===== src/rtl/acu_pkg.sv =====
package acu_pkg;
  typedef struct packed {
    logic z;
    logic n;
    logic c;
    logic v;
  } acu_flags_t;

  typedef struct packed {
    logic lt;
    logic le;
    logic eq;
    logic ne;
    logic ge;
    logic gt;
    logic ltu;
    logic leu;
    logic geu;
    logic gtu;
  } acu_cmp_t;
endpackage


===== src/rtl/acu_bypass_adder.sv =====
module acu_bypass_adder #(
  parameter int W   = 8,
  parameter int GRP = 4
) (
  input  logic [W-1:0] a,
  input  logic [W-1:0] b,
  input  logic         cin,
  output logic [W-1:0] sum,
  output logic         cout
);
  localparam int NGRP = (W + GRP - 1) / GRP;

  logic [W-1:0] p;
  logic [W-1:0] g;
  logic [W:0]   c;

  assign p    = a ^ b;
  assign g    = a & b;
  assign c[0] = cin;

  for (genvar gi = 0; gi < NGRP; gi++) begin : g_grp
    localparam int LO   = gi * GRP;
    localparam int HI   = ((LO + GRP) > W) ? (W - 1) : (LO + GRP - 1);
    localparam int SPAN = HI - LO + 1;
    logic [SPAN:0] rc;
    logic          skip;

    assign rc[0] = c[LO];
    for (genvar k = 0; k < SPAN; k++) begin : g_bit
      assign rc[k+1] = g[LO+k] | (p[LO+k] & rc[k]);
      if (k > 0) begin : g_int
        assign c[LO+k] = rc[k];
      end
    end
    // whole group propagates: carry jumps straight across
    assign skip     = &p[HI:LO];
    assign c[HI+1]  = skip ? c[LO] : rc[SPAN];
  end

  assign sum  = p ^ c[W-1:0];
  assign cout = c[W];
endmodule


===== src/rtl/acu_flag_gen.sv =====
module acu_flag_gen
  import acu_pkg::*;
#(
  parameter int W = 8
) (
  input  logic [W-1:0] sum,
  input  logic         cout,
  input  logic         a_msb,
  input  logic         beff_msb,
  output acu_flags_t   flags
);
  always_comb begin
    flags.z = ~|sum;
    flags.n = sum[W-1];
    flags.c = cout;
    flags.v = (a_msb == beff_msb) && (sum[W-1] != a_msb);
  end
endmodule


===== src/rtl/acu_cmp_decode.sv =====
module acu_cmp_decode
  import acu_pkg::*;
(
  input  acu_flags_t flags,
  output acu_cmp_t   cmp
);
  logic sless;

  always_comb begin
    sless    = flags.n ^ flags.v;
    cmp.lt   = sless;
    cmp.le   = flags.z | sless;
    cmp.eq   = flags.z;
    cmp.ne   = ~flags.z;
    cmp.ge   = ~sless;
    cmp.gt   = ~(flags.z | sless);
    cmp.ltu  = ~flags.c;
    cmp.leu  = ~flags.c | flags.z;
    cmp.geu  = flags.c;
    cmp.gtu  = flags.c & ~flags.z;
  end
endmodule


===== src/rtl/acu_addsub_cmp.sv =====
module acu_addsub_cmp
  import acu_pkg::*;
#(
  parameter int W   = 8,
  parameter int GRP = 4
) (
  input  logic         clk,
  input  logic         rst,
  input  logic [W-1:0] a_i,
  input  logic [W-1:0] b_i,
  input  logic         sub_i,
  output logic [W-1:0] res_o,
  output logic         z_o,
  output logic         n_o,
  output logic         c_o,
  output logic         v_o,
  output logic         lt_o,
  output logic         le_o,
  output logic         eq_o,
  output logic         ne_o,
  output logic         ge_o,
  output logic         gt_o,
  output logic         ltu_o,
  output logic         leu_o,
  output logic         geu_o,
  output logic         gtu_o
);
  logic [W-1:0] b_eff;
  logic [W-1:0] sum;
  logic         cout;
  acu_flags_t   flags;
  acu_cmp_t     cmp;
  acu_flags_t   flags_q;
  acu_cmp_t     cmp_q;
  logic         live_q;

  assign b_eff = sub_i ? ~b_i : b_i;

  acu_bypass_adder #(.W(W), .GRP(GRP)) u_add (
    .a(a_i), .b(b_eff), .cin(sub_i), .sum(sum), .cout(cout)
  );

  acu_flag_gen #(.W(W)) u_flag (
    .sum(sum), .cout(cout), .a_msb(a_i[W-1]), .beff_msb(b_eff[W-1]),
    .flags(flags)
  );

  acu_cmp_decode u_cmp (.flags(flags), .cmp(cmp));

  always_ff @(posedge clk) begin
    if (rst) begin
      res_o   <= '0;
      flags_q <= '0;
      cmp_q   <= '0;
      live_q  <= 1'b0;
    end else begin
      res_o   <= sum;
      flags_q <= flags;
      cmp_q   <= cmp;
      live_q  <= 1'b1;
    end
  end

  assign z_o   = flags_q.z;
  assign n_o   = flags_q.n;
  assign c_o   = flags_q.c;
  assign v_o   = flags_q.v;
  assign lt_o  = cmp_q.lt;
  assign le_o  = cmp_q.le;
  assign eq_o  = cmp_q.eq;
  assign ne_o  = cmp_q.ne;
  assign ge_o  = cmp_q.ge;
  assign gt_o  = cmp_q.gt;
  assign ltu_o = cmp_q.ltu;
  assign leu_o = cmp_q.leu;
  assign geu_o = cmp_q.geu;
  assign gtu_o = cmp_q.gtu;

  AST_SUM_MATCH: assert property (@(posedge clk) disable iff (rst)
    live_q |-> res_o == $past(sub_i ? (a_i - b_i) : (a_i + b_i)));
  AST_ZERO_FLAG: assert property (@(posedge clk) disable iff (rst)
    live_q |-> z_o == (res_o == '0));
  AST_NEG_FLAG: assert property (@(posedge clk) disable iff (rst)
    live_q |-> n_o == res_o[W-1]);
  AST_CARRY_ADD: assert property (@(posedge clk) disable iff (rst)
    (live_q && !$past(sub_i)) |-> c_o == ($past(a_i) > ~$past(b_i)));
  AST_CARRY_SUB: assert property (@(posedge clk) disable iff (rst)
    (live_q && $past(sub_i)) |-> c_o == ($past(a_i) >= $past(b_i)));
  AST_SIGNED_LT: assert property (@(posedge clk) disable iff (rst)
    (live_q && $past(sub_i)) |-> lt_o == ($signed($past(a_i)) < $signed($past(b_i))));
  AST_UNSIGNED_LT: assert property (@(posedge clk) disable iff (rst)
    (live_q && $past(sub_i)) |-> ltu_o == ($past(a_i) < $past(b_i)));
  AST_RESET_CLEAR: assert property (@(posedge clk)
    $past(rst) |-> (res_o == '0 && !z_o && !gt_o && !gtu_o));
endmodule


===== config.mk =====
export PLATFORM = sky130hd
export DESIGN_NAME = acu_addsub_cmp
export DESIGN_NICKNAME = d
export VERILOG_FILES = /design/src/rtl/acu_pkg.sv /design/src/rtl/acu_bypass_adder.sv /design/src/rtl/acu_flag_gen.sv /design/src/rtl/acu_cmp_decode.sv /design/src/rtl/acu_addsub_cmp.sv
export SDC_FILE = /design/constraint.sdc
export NUM_CORES = 1
export LEC_CHECK = 0
export BUFFER_PORTS_ARGS = -buffer_cell sky130_fd_sc_hd__buf_2
export CAP_MARGIN = 20
export CORE_UTILIZATION = 42
export DETAILED_ROUTE_END_ITERATION = 7
export PLACE_DENSITY = 0.84
export SYNTH_ARGS = -nofsm -noshare
export SYNTH_HDL_FRONTEND = slang
export SYNTH_SLANG_ARGS = --single-unit

===== constraint.sdc =====
create_clock -name clk -period 4.71 [get_ports clk]
set_input_delay 0.7065 -clock clk [delete_from_list [all_inputs] [get_ports clk]]
set_output_delay 0.7065 -clock clk [all_outputs]
set_load 0.05 [all_outputs]

# Yosys cells after proc, flatten, opt, wreduce, memory -nomap -nowiden
# Cells that the tools add are included.
# classes
addsub,0
n_mul,0
div_mod_pow,0
magnitude_cmp,0
eq_ne,2
n_shift,0
n_mux,3
bitwise_logic,27
reduce_logical,5
# ops
cell,count
XOR 8 bit,2
bitwise OR 1 bit,10
AND 1 bit,9
AND 8 bit,1
2-to-1 mux 8 bit,1
inverter 8 bit,1
AND reduction 4 bit,2
OR reduction 8 bit,1
inverter 1 bit,3
2-to-1 mux 1 bit,2
equality test 1 bit,1
logical AND 1 bit,1
zero test 1 bit,1
inequality test 1 bit,1
XOR 1 bit,1
# word_totals
ff_bits,20
latchBits,0
ramBits,0
romBits,0
input_bits,19
out_inout_bits,22
wordCells,50
n_memories,0

# Depth between registers and ports, before layout
# Gate-level depths: netlist (run 1).
# depth
ltp_word,24
depth_mapped,16
ltp_nobuf,15

# Cells and area by module
# Synthesis (run 1) repeated with hierarchy kept, for this count alone.
# unflattened
hier_cells,104
area_unflattened_um2,1153.6
# modules_own_cells
mod,instances,cells_per_inst,area_each_um2,seq_area_each_um2
acu_addsub_cmp,1,55,701.9,440.4
acu_bypass_adder,1,30,332.8,0.0
acu_cmp_decode,1,11,67.6,0.0
acu_flag_gen,1,8,51.3,0.0

# Worst setup path after synthesis (run 1)
# No wires, ideal clock.
# synth_path
path_kind,input-to-reg
startpoint,in sub_i
endpoint,reg cmp_q (netlist bit leu_o)
setup_ps,71
arrival_ps,4962
required_time_ps,4639
slack_ps,-323
path_stages,16
n_path_buf,1
cell_sequence,buf_2 -> xor2_1 -> inv_1 -> fa_1 -> fa_1 -> fa_1 -> inv_1 -> o22ai_1 -> or2_1 -> fa_1 -> fa_1 -> fa_1 -> fa_1 -> nand3_1 -> or3_1 -> a21oi_1
# synth_between
elab_chain_cells,22
elab_cells_between_ends,28
cone_classes,mux (3); bitwise (21); reduce/logical (4)
# synth_rtl
item,line,source
"start, declared",acu_addsub_cmp.sv:11,"input logic sub_i,"
2-to-1 mux 8 bit,acu_addsub_cmp.sv:37,assign b_eff = sub_i ? ~b_i : b_i;
XOR 8 bit,acu_bypass_adder.sv:17,assign p = a ^ b;
AND 1 bit,acu_bypass_adder.sv:30,assign rc[k+1] = g[LO+k] | (p[LO+k] & rc[k]);
bitwise OR 1 bit,acu_bypass_adder.sv:30,
AND 1 bit,acu_bypass_adder.sv:30,
bitwise OR 1 bit,acu_bypass_adder.sv:30,
AND 1 bit,acu_bypass_adder.sv:30,
bitwise OR 1 bit,acu_bypass_adder.sv:30,
[... 6 more ...],--,
bitwise OR 1 bit,acu_bypass_adder.sv:30,
AND 1 bit,acu_bypass_adder.sv:30,
bitwise OR 1 bit,acu_bypass_adder.sv:30,
AND 1 bit,acu_bypass_adder.sv:30,
bitwise OR 1 bit,acu_bypass_adder.sv:30,
2-to-1 mux 1 bit,acu_bypass_adder.sv:37,assign c[HI+1] = skip ? c[LO] : rc[SPAN];
inverter 1 bit,acu_cmp_decode.sv:18,cmp.leu = ~flags.c | flags.z;
bitwise OR 1 bit (*),acu_cmp_decode.sv:18,
"end signal, assigned",acu_addsub_cmp.sv:59,cmp_q <= cmp;
"end, declared",acu_addsub_cmp.sv:34,acu_cmp_t cmp_q;
# Mark *: on every way between the ends. The rest lies on a longest branch, timed or not.
# A chain may end at the register's enable or synchronous reset.

# Worst setup path in the final report (run 1)
# Ends and elaborated chain as after synthesis.

==> qor.csv, run 1 <==
stage;metric;value;unit
global_route;grt_antenna_before_repair;0;
sta;rsz0062_at_grt;no;
flow_run;maxCapViolCount;0;
layout;drive_gt1_share;42.4;%
sta;hold_violations;0;
outcome;status;finished, final reports clean;
routing;drtAntennaViolNets;0;
sta;worst_slack;179;ps
clock_tree;post_cts_buffers;0;
routing;drt_drc_violations_left;0;
synthesis;synth_warnings;0;
worst_setup_path;worstSetupStartpointType;primary input;
floorplan;chipWidth;50.9;um
synthesis;syn_inst;100;
worst_setup_path;crit_top_cell;fa_2;
routing;top_layer_used;met4;
synthesis;synth-seq-area-share;38.0;%
worst_setup_path;critPathKind;primary input to flip-flop;
routing;route.met2.wl;930;um
hold_path;hold_end;v_o;
worst_setup_path;path_cells;buf_2, xor2_2, inv_1, fa_2, fa_2, fa_2, inv_2, a41oi_2, or2_1, fa_2, fa_2, fa_2, fa_1, nand3_1, or3_1, a21oi_1;
routing;vias;774;
placement;hpwl;1550;um
layout;area_growth;30.0;%
clock_tree;cts_buffers;3;
clock_tree;cts_hold_buf;0;
routing;post_drt_via_cell_ratio;4.50;
power_and_ir_drop;vdd_drop_max;0.198;mV
layout;final_nets;178;
clock_tree;cts_tree;done;
synthesis;synth.area.top_cells;dfxtp_1, fa_1, ha_1;
worst_setup_path;cp_data_required_time;4930;ps
placement;port_buffers;40;
sta;maxSlewHeadroom;79.4;%
clock_tree;cts-root-buf;clkbuf_4;
sta;min_period;4530;ps
floorplan;die_h;50.9;um
hold_path;min_path_cells;3;
power_and_ir_drop;cellLeakagePower;0.671;nW
floorplan;die_area;2590;um2
routing;drt-pass1-iter-count;2;
layout;antenna-diode-count;0;
global_route;grtUsageTotal;15.5;%
floorplan;io_pins;41;
global_route;grt_max_degree;20;
sta;period_share;96.2;%
synthesis;synth.most_common_cell;dfxtp_1;
worst_setup_path;worstPathMaxFanout;3;
synthesis;synth_edf_count;0;
routing;wl_met1;714;um
placement;detailedPlace.worstSlack;-121;ps
sta;timing.fmax;221;MHz
floorplan;initial_core_util;44.9;%
clock_tree;clockBufferDepth;2;
hold_path;hp-class;primary input to flip-flop;
layout;fillers;205;
global_route;grt_pass1_wl;2940;um
worst_setup_path;critical_path_arrival;4750;ps
synthesis;synth_flop_cell;dfxtp_1;
routing;drt_wl_total;1760;um
synthesis;synth.net_count;133;
hold_path;hold_path.startpoint;a_i[7];
worst_setup_path;worst_path_largest_cell_delay;540;ps
synthesis;netlist_area;1000;um2
synthesis;synth_commonest_cells;dfxtp_1, inv_1, nor2_1, xor2_1;
clock_tree;htree_levels;1;
synthesis;synthArstFlopShare;0;%
routing;drt_iter0_drc;2;
synthesis;yosys.cell_types.count;28;
routing;met3WireLength;78;um
power_and_ir_drop;total_power;0.501;mW
routing;wl_per_cell;10.2;um
sta;worstMarginPinSlew;309;ps
worst_setup_path;critical-path-slowest-cell;fa_1;
synthesis;syn_avg_cell_area;10.0;um2
floorplan;core;2230;um2
worst_setup_path;startpoint;sub_i;
clock_tree;cts_resized;0;
clock_tree;cts_num_sinks;19;
sta;drv_slew;0;
global_route;overflow;0;
placement;gp_congestion;0.785;
synthesis;synth_top_area_cell;dfxtp_1;
synthesis;yosys_register_bits;19;
floorplan;core.rowCount;17;
worst_setup_path;end_kind;flip-flop;
clock_tree;clk_pin_slew;100;ps
power_and_ir_drop;powerDensity;385;nW/um2
global_route;grt_pass1_vias;753;
sta;setup_viol;0;
synthesis;netlist.area_leader.share;38.0;%
## cells in the final DEF, fill, tap and decap left out, drive strengths merged
| master | n |
|---|---|
| nor3 | 4 |
| ha | 7 |
| nor4b | 1 |
| inv | 15 |
| nand4b | 1 |
| o31ai | 1 |
| xnor2 | 1 |
| o22ai | 1 |
| o21a | 1 |
| or3 | 1 |
| dfxtp | 19 |
| clkbuf | 4 |
| buf | 46 |
| o31a | 1 |
| a21oi | 2 |
| fa | 7 |
| nand3 | 2 |
| or2 | 1 |
| nand2 | 1 |
| mux2i | 1 |
| a41oi | 1 |
| xor2 | 9 |
| nand4 | 2 |
| nor2 | 13 |
| nand2b | 1 |
| o21ai | 1 |
## how the worst max path moves through the flow
stage | endpoint | slack, ps | cells after the start
5_1_grt | leu_o | 4 | 16
3_3_place_gp | leu_o | -30 | 16
2_1_floorplan | leu_o | 2 | 16
3_5_place_dp | leu_o | -120 | 16
4_1_cts | leu_o | 180 | 16
6_report | leu_o | 180 | 16
## layer usage
| metal | global-route usage (%) | vias up |
|---|---|---|
| met1 | 16.1 | 345 |
| met3 | 1.79 | 4 |
| met4 | 6.94 | 0 |
| li1 | - | 398 |
| met2 | 30.7 | 27 |
| met5 | 0 | - |
## state kept, by name, indices dropped and copies added, names as in the netlist
register / flops
eq_o: 1
ge_o: 1
geu_o: 1
gt_o: 1
gtu_o: 1
le_o: 1
leu_o: 1
lt_o: 1
ltu_o: 1
ne_o: 1
res_o: 8
v_o: 1
## area by class of cell
type	instances	area, um2	area share (%)
tap	28	35.0	2.69
inverter	15	56.3	4.32
timing repair buffer	46	245	18.8
clock buffer	4	26.3	2.02
sequential	19	380	29.2
multi-input combinational	60	559	42.9
## critical path: cells and delay by family
kind,cells,cell delay [ps]
compound gates,2,190
xor+xnor,1,150
fa+ha+maj,7,2720
buf+inv,3,290
simple gates,3,690
## logic make-up (layout without fill, tap and decap cells)
| logic type | count (synthesis) | after routing | share of synthesized area (%) |
|---|---|---|---|
| compound gates | 8 | 8 | 6.12 |
| simple gates | 27 | 27 | 13.6 |
| flops | 19 | 19 | 38.0 |
| mux | 1 | 1 | 0.999 |
| fa+ha+maj | 14 | 14 | 22.7 |
| xor+xnor | 10 | 10 | 9.49 |
| buf+inv | 21 | 65 | 9.11 |
## stage by stage
stage | util [%] | instance area (um2) | instances | TNS (ps) | hold WS [ps]
6_report | 58.3 | 1300 | 172 | 0 | 742
5_1_grt | 58.3 | 1300 | 172 | 0 | 751
4_1_cts | 58.3 | 1300 | 172 | 0 | 737
3_5_place_dp | 57.1 | 1280 | 168 | -311 | 1040
3_3_place_gp | 57.1 | 1280 | 168 | -26.2 | 1040
2_1_floorplan | - | 1050 | 100 | 0 | 890
## power by group
part           leakage, nW  switching [mW]  internal (mW)
clock network       0.0150          0.0438         0.0329
registers            0.158         0.00517          0.183
logic                0.498           0.161         0.0749
total                0.671           0.210          0.291
Power figures use the tool's default switching activity.
==> inputs of run 2 (changes only) <==
--- a/config.mk
+++ b/config.mk
@@ -5,11 +5,12 @@
 export SDC_FILE = /design/constraint.sdc
 export NUM_CORES = 1
 export LEC_CHECK = 0
-export BUFFER_PORTS_ARGS = -buffer_cell sky130_fd_sc_hd__buf_2
 export CAP_MARGIN = 20
-export CORE_UTILIZATION = 42
+export CORE_UTILIZATION = 55
 export DETAILED_ROUTE_END_ITERATION = 7
-export PLACE_DENSITY = 0.84
+export DONT_BUFFER_PORTS = 1
+export PLACE_DENSITY = 0.83
 export SYNTH_ARGS = -nofsm -noshare
 export SYNTH_HDL_FRONTEND = slang
+export SYNTH_HIERARCHICAL = 1
 export SYNTH_SLANG_ARGS = --single-unit
==> run 2 against run 1 <==
Clock power is 26% higher; global-route usage is 0.079 points lower; highest routed layer unchanged; largest power group is now sequential cells; final cell count is 25% lower; critical endpoint is now gt_o.
==> qor.csv, run 2 <==
stage;metric;value;unit;change
outcome;status;finished, final reports clean;;unchanged
sta;setup_viol;0;;unchanged
floorplan;io_pins;41;;unchanged
routing;drt_iter0_drc;3;;was 2
power_and_ir_drop;powerDensity;463;nW/um2;was 385 nW/um2
power_and_ir_drop;cellLeakagePower;0.530;nW;was 0.671 nW
sta;maxSlewHeadroom;66.7;%;was 79.4%
synthesis;synth_warnings;6;;was 0
routing;drt_wl_total;1570;um;was 1760 um
hold_path;hold_end;gt_o;;was v_o
global_route;overflow;0;;unchanged
floorplan;die_h;47.8;um;was 50.9 um
layout;final_cell_mix;dfxtp_1, nor2b_1, ha_1;;was buf_2, dfxtp_1, inv_1
synthesis;synth_edf_count;0;;unchanged
routing;drtAntennaViolNets;0;;unchanged
worst_setup_path;end_kind;flip-flop;;unchanged
power_and_ir_drop;total_power;0.568;mW;was 0.501 mW
worst_setup_path;startpoint;sub_i;;unchanged
layout;multiInputGateArea;657;um2;was 559 um2
sta;min_period;4610;ps;was 4530 ps
hold_path;min_path_cells;1;;was 3
floorplan;core;1960;um2;was 2230 um2
sta;drv_slew;0;;unchanged
placement;gp_congestion;0.660;;was 0.785
global_route;grt_antenna_before_repair;0;;unchanged
clock_tree;clk_pin_slew;110;ps;was 100 ps
layout;drive_gt1_share;31.4;%;was 42.4%
worst_setup_path;worst_path_largest_cell_delay;420;ps;was 540 ps
layout;area_growth;6.40;%;was 30.0%
synthesis;yosys.cell_types.count;20;;was 28
synthesis;synth_commonest_cells;dfxtp_1, nor2b_1, inv_1;;was dfxtp_1, inv_1, nor2_1, xor2_1
global_route;grt_pass1_vias;582;;was 753
floorplan;die_area;2280;um2;was 2590 um2
floorplan;core.rowCount;16;;was 17
layout;final_common_cell;dfxtp_1;;was buf_2
worst_setup_path;worstSetupStartpointType;primary input;;unchanged
sta;timing.fmax;217;MHz;was 221 MHz
routing;post_drt_via_cell_ratio;4.69;;was 4.50
layout;regMostFlops;res_o;;unchanged
worst_setup_path;cp_data_required_time;4950;ps;was 4930 ps
synthesis;netlist.area_leader.share;38.2;%;was 38.0%
synthesis;syn_inst;104;;was 100
clock_tree;cts_hold_buf;0;;unchanged
routing;vias;605;;was 774
routing;drt-pass1-iter-count;2;;unchanged
layout;antenna-diode-count;0;;unchanged
synthesis;synthArstFlopShare;0;%;unchanged
synthesis;synth-seq-area-share;38.2;%;was 38.0%
clock_tree;cts_num_sinks;22;;was 19
synthesis;yosys_register_bits;22;;was 19
synthesis;syn_avg_cell_area;11.1;um2;was 10.0 um2
global_route;grt_pass1_wl;2460;um;was 2940 um
sta;rsz0062_at_grt;yes;;was no
synthesis;synth.area.top_cells;dfxtp_1, fa_1, ha_1;;unchanged
hold_path;hold_path.startpoint;rst;;was a_i[7]
worst_setup_path;crit_family;adder cells;;unchanged
worst_setup_path;critPathBufInv;5;;was 3
synthesis;synth.most_common_cell;dfxtp_1;;unchanged
placement;port_buffers;0;;was 40
worst_setup_path;worstPathMaxFanout;10;;was 3
flow_run;maxCapViolCount;0;;unchanged
worst_setup_path;path_cells;xor2_4, inv_2, fa_2, inv_2, fa_2, fa_2, fa_2, mux2_4, fa_2, fa_2, fa_2, inv_2, fa_1, inv_2, or2b_1, o22ai_2, xnor2_2, inv_2, nor2_2, nor2b_4;;was buf_2, xor2_2, inv_1, fa_2, fa_2, fa_2, inv_2, a41oi_2, or2_1, fa_2, fa_2, fa_2, fa_1, nand3_1, or3_1, a21oi_1
layout;register_area;440;um2;was 380 um2
floorplan;initial_core_util;58.8;%;was 44.9%
power_and_ir_drop;vdd_drop_max;0.222;mV;was 0.198 mV
worst_setup_path;crit_top_cell;fa_2;;unchanged
clock_tree;cts_tree;done;;unchanged
global_route;grt_max_degree;23;;was 20
worst_setup_path;critical-path-slowest-cell;fa_1;;unchanged
placement;hpwl;1360;um;was 1550 um
layout;final_nets;138;;was 178
synthesis;netlist_area;1150;um2;was 1000 um2
synthesis;synth_top_area_cell;dfxtp_1;;unchanged
clock_tree;cts_buffers;3;;unchanged
sta;worstMarginPinSlew;498;ps;was 309 ps
clock_tree;cts-root-buf;clkbuf_4;;unchanged
floorplan;chipWidth;47.8;um;was 50.9 um
clock_tree;clockBufferDepth;2;;unchanged
layout;fillers;171;;was 205
global_route;grtUsageTotal;15.4;%;was 15.5%
clock_tree;htree_levels;1;;unchanged
sta;period_share;97.9;%;was 96.2%
layout;largest_register_ffs;8;;unchanged
synthesis;synth.net_count;139;;was 133
synthesis;synth_flop_cell;dfxtp_1;;unchanged
clock_tree;post_cts_buffers;0;;unchanged
sta;tns;0;ps;unchanged
sta;hold_violations;0;;unchanged
routing;drt_drc_violations_left;0;;unchanged
worst_setup_path;critical_path_arrival;4860;ps;was 4750 ps
hold_path;hp-class;primary input to flip-flop;;unchanged
routing;wl_per_cell;12.2;um;was 10.2 um
worst_setup_path;critPathKind;primary input to flip-flop;;unchanged
-- run 2: timing repair --
item / 4_1_cts / 5_1_grt
endpoints found under the setup margin: 0 / 6
gates resized for setup: 0 / 8
hold endpoints to repair: 0 / 0
-- run 2: metrics by stage --
step                      cell area, um2  utilization, %  worst slack, ps  cells  hold slack (ps)
after floorplan                     1180               -             -368    104              778
after global placement              1150            58.9             -146    125              776
after detailed placement            1150            58.9             -250    125              776
after CTS                           1190            60.7             55.9    129              456
after global routing                1230            62.6            -81.1    129              435
final                               1230            62.6             99.4    129              459
-- run 2: routing by layer --
| metal | vias to the layer above | global-route usage (%) | share of wire [%] |
|---|---|---|---|
| met5 | - | 0 | 0 |
| met4 | 0 | 5.00 | 0.51 |
| met3 | 2 | 3.40 | 5.2 |
| met2 | 26 | 26.2 | 54 |
| met1 | 276 | 19.4 | 40 |
| li1 | 301 | - | - |
-- run 2: logic make-up after synthesis --
group / synth area share (%)
flip-flops: 38.2
XOR/XNOR: 7.48
AO/OA/AOI/OAI: 1.19
multiplexers: 1.30
adder cells (fa/ha/maj): 22.6
buffers and inverters: 10.1
AND/OR/NAND/NOR: 19.2
-- run 2: layout make-up --
cell class / instances / share of cell area (%)
clock buffer: 4 / 2.96
inverter: 12 / 3.67
multi-input combinational: 62 / 53.5
sequential: 22 / 35.9
tap: 27 / 2.75
timing repair buffer: 2 / 1.22
-- run 2: power breakdown --
group / internal, mW / leakage [nW] / switching, mW
combinational: 0.0747 / 0.327 / 0.0576
clock: 0.0470 / 0.0210 / 0.0498
sequential: 0.218 / 0.183 / 0.121
total: 0.339 / 0.530 / 0.229
-- run 2: worst max path at each step --
stage,endpoint,slack [ps],depth (start not counted)
after floorplan,lt_o,-370,21
after global placement,lt_o,-150,19
after detailed placement,le_o,-250,19
after CTS,le_o,60,19
after global routing,gt_o,-80,20
final,gt_o,100,20
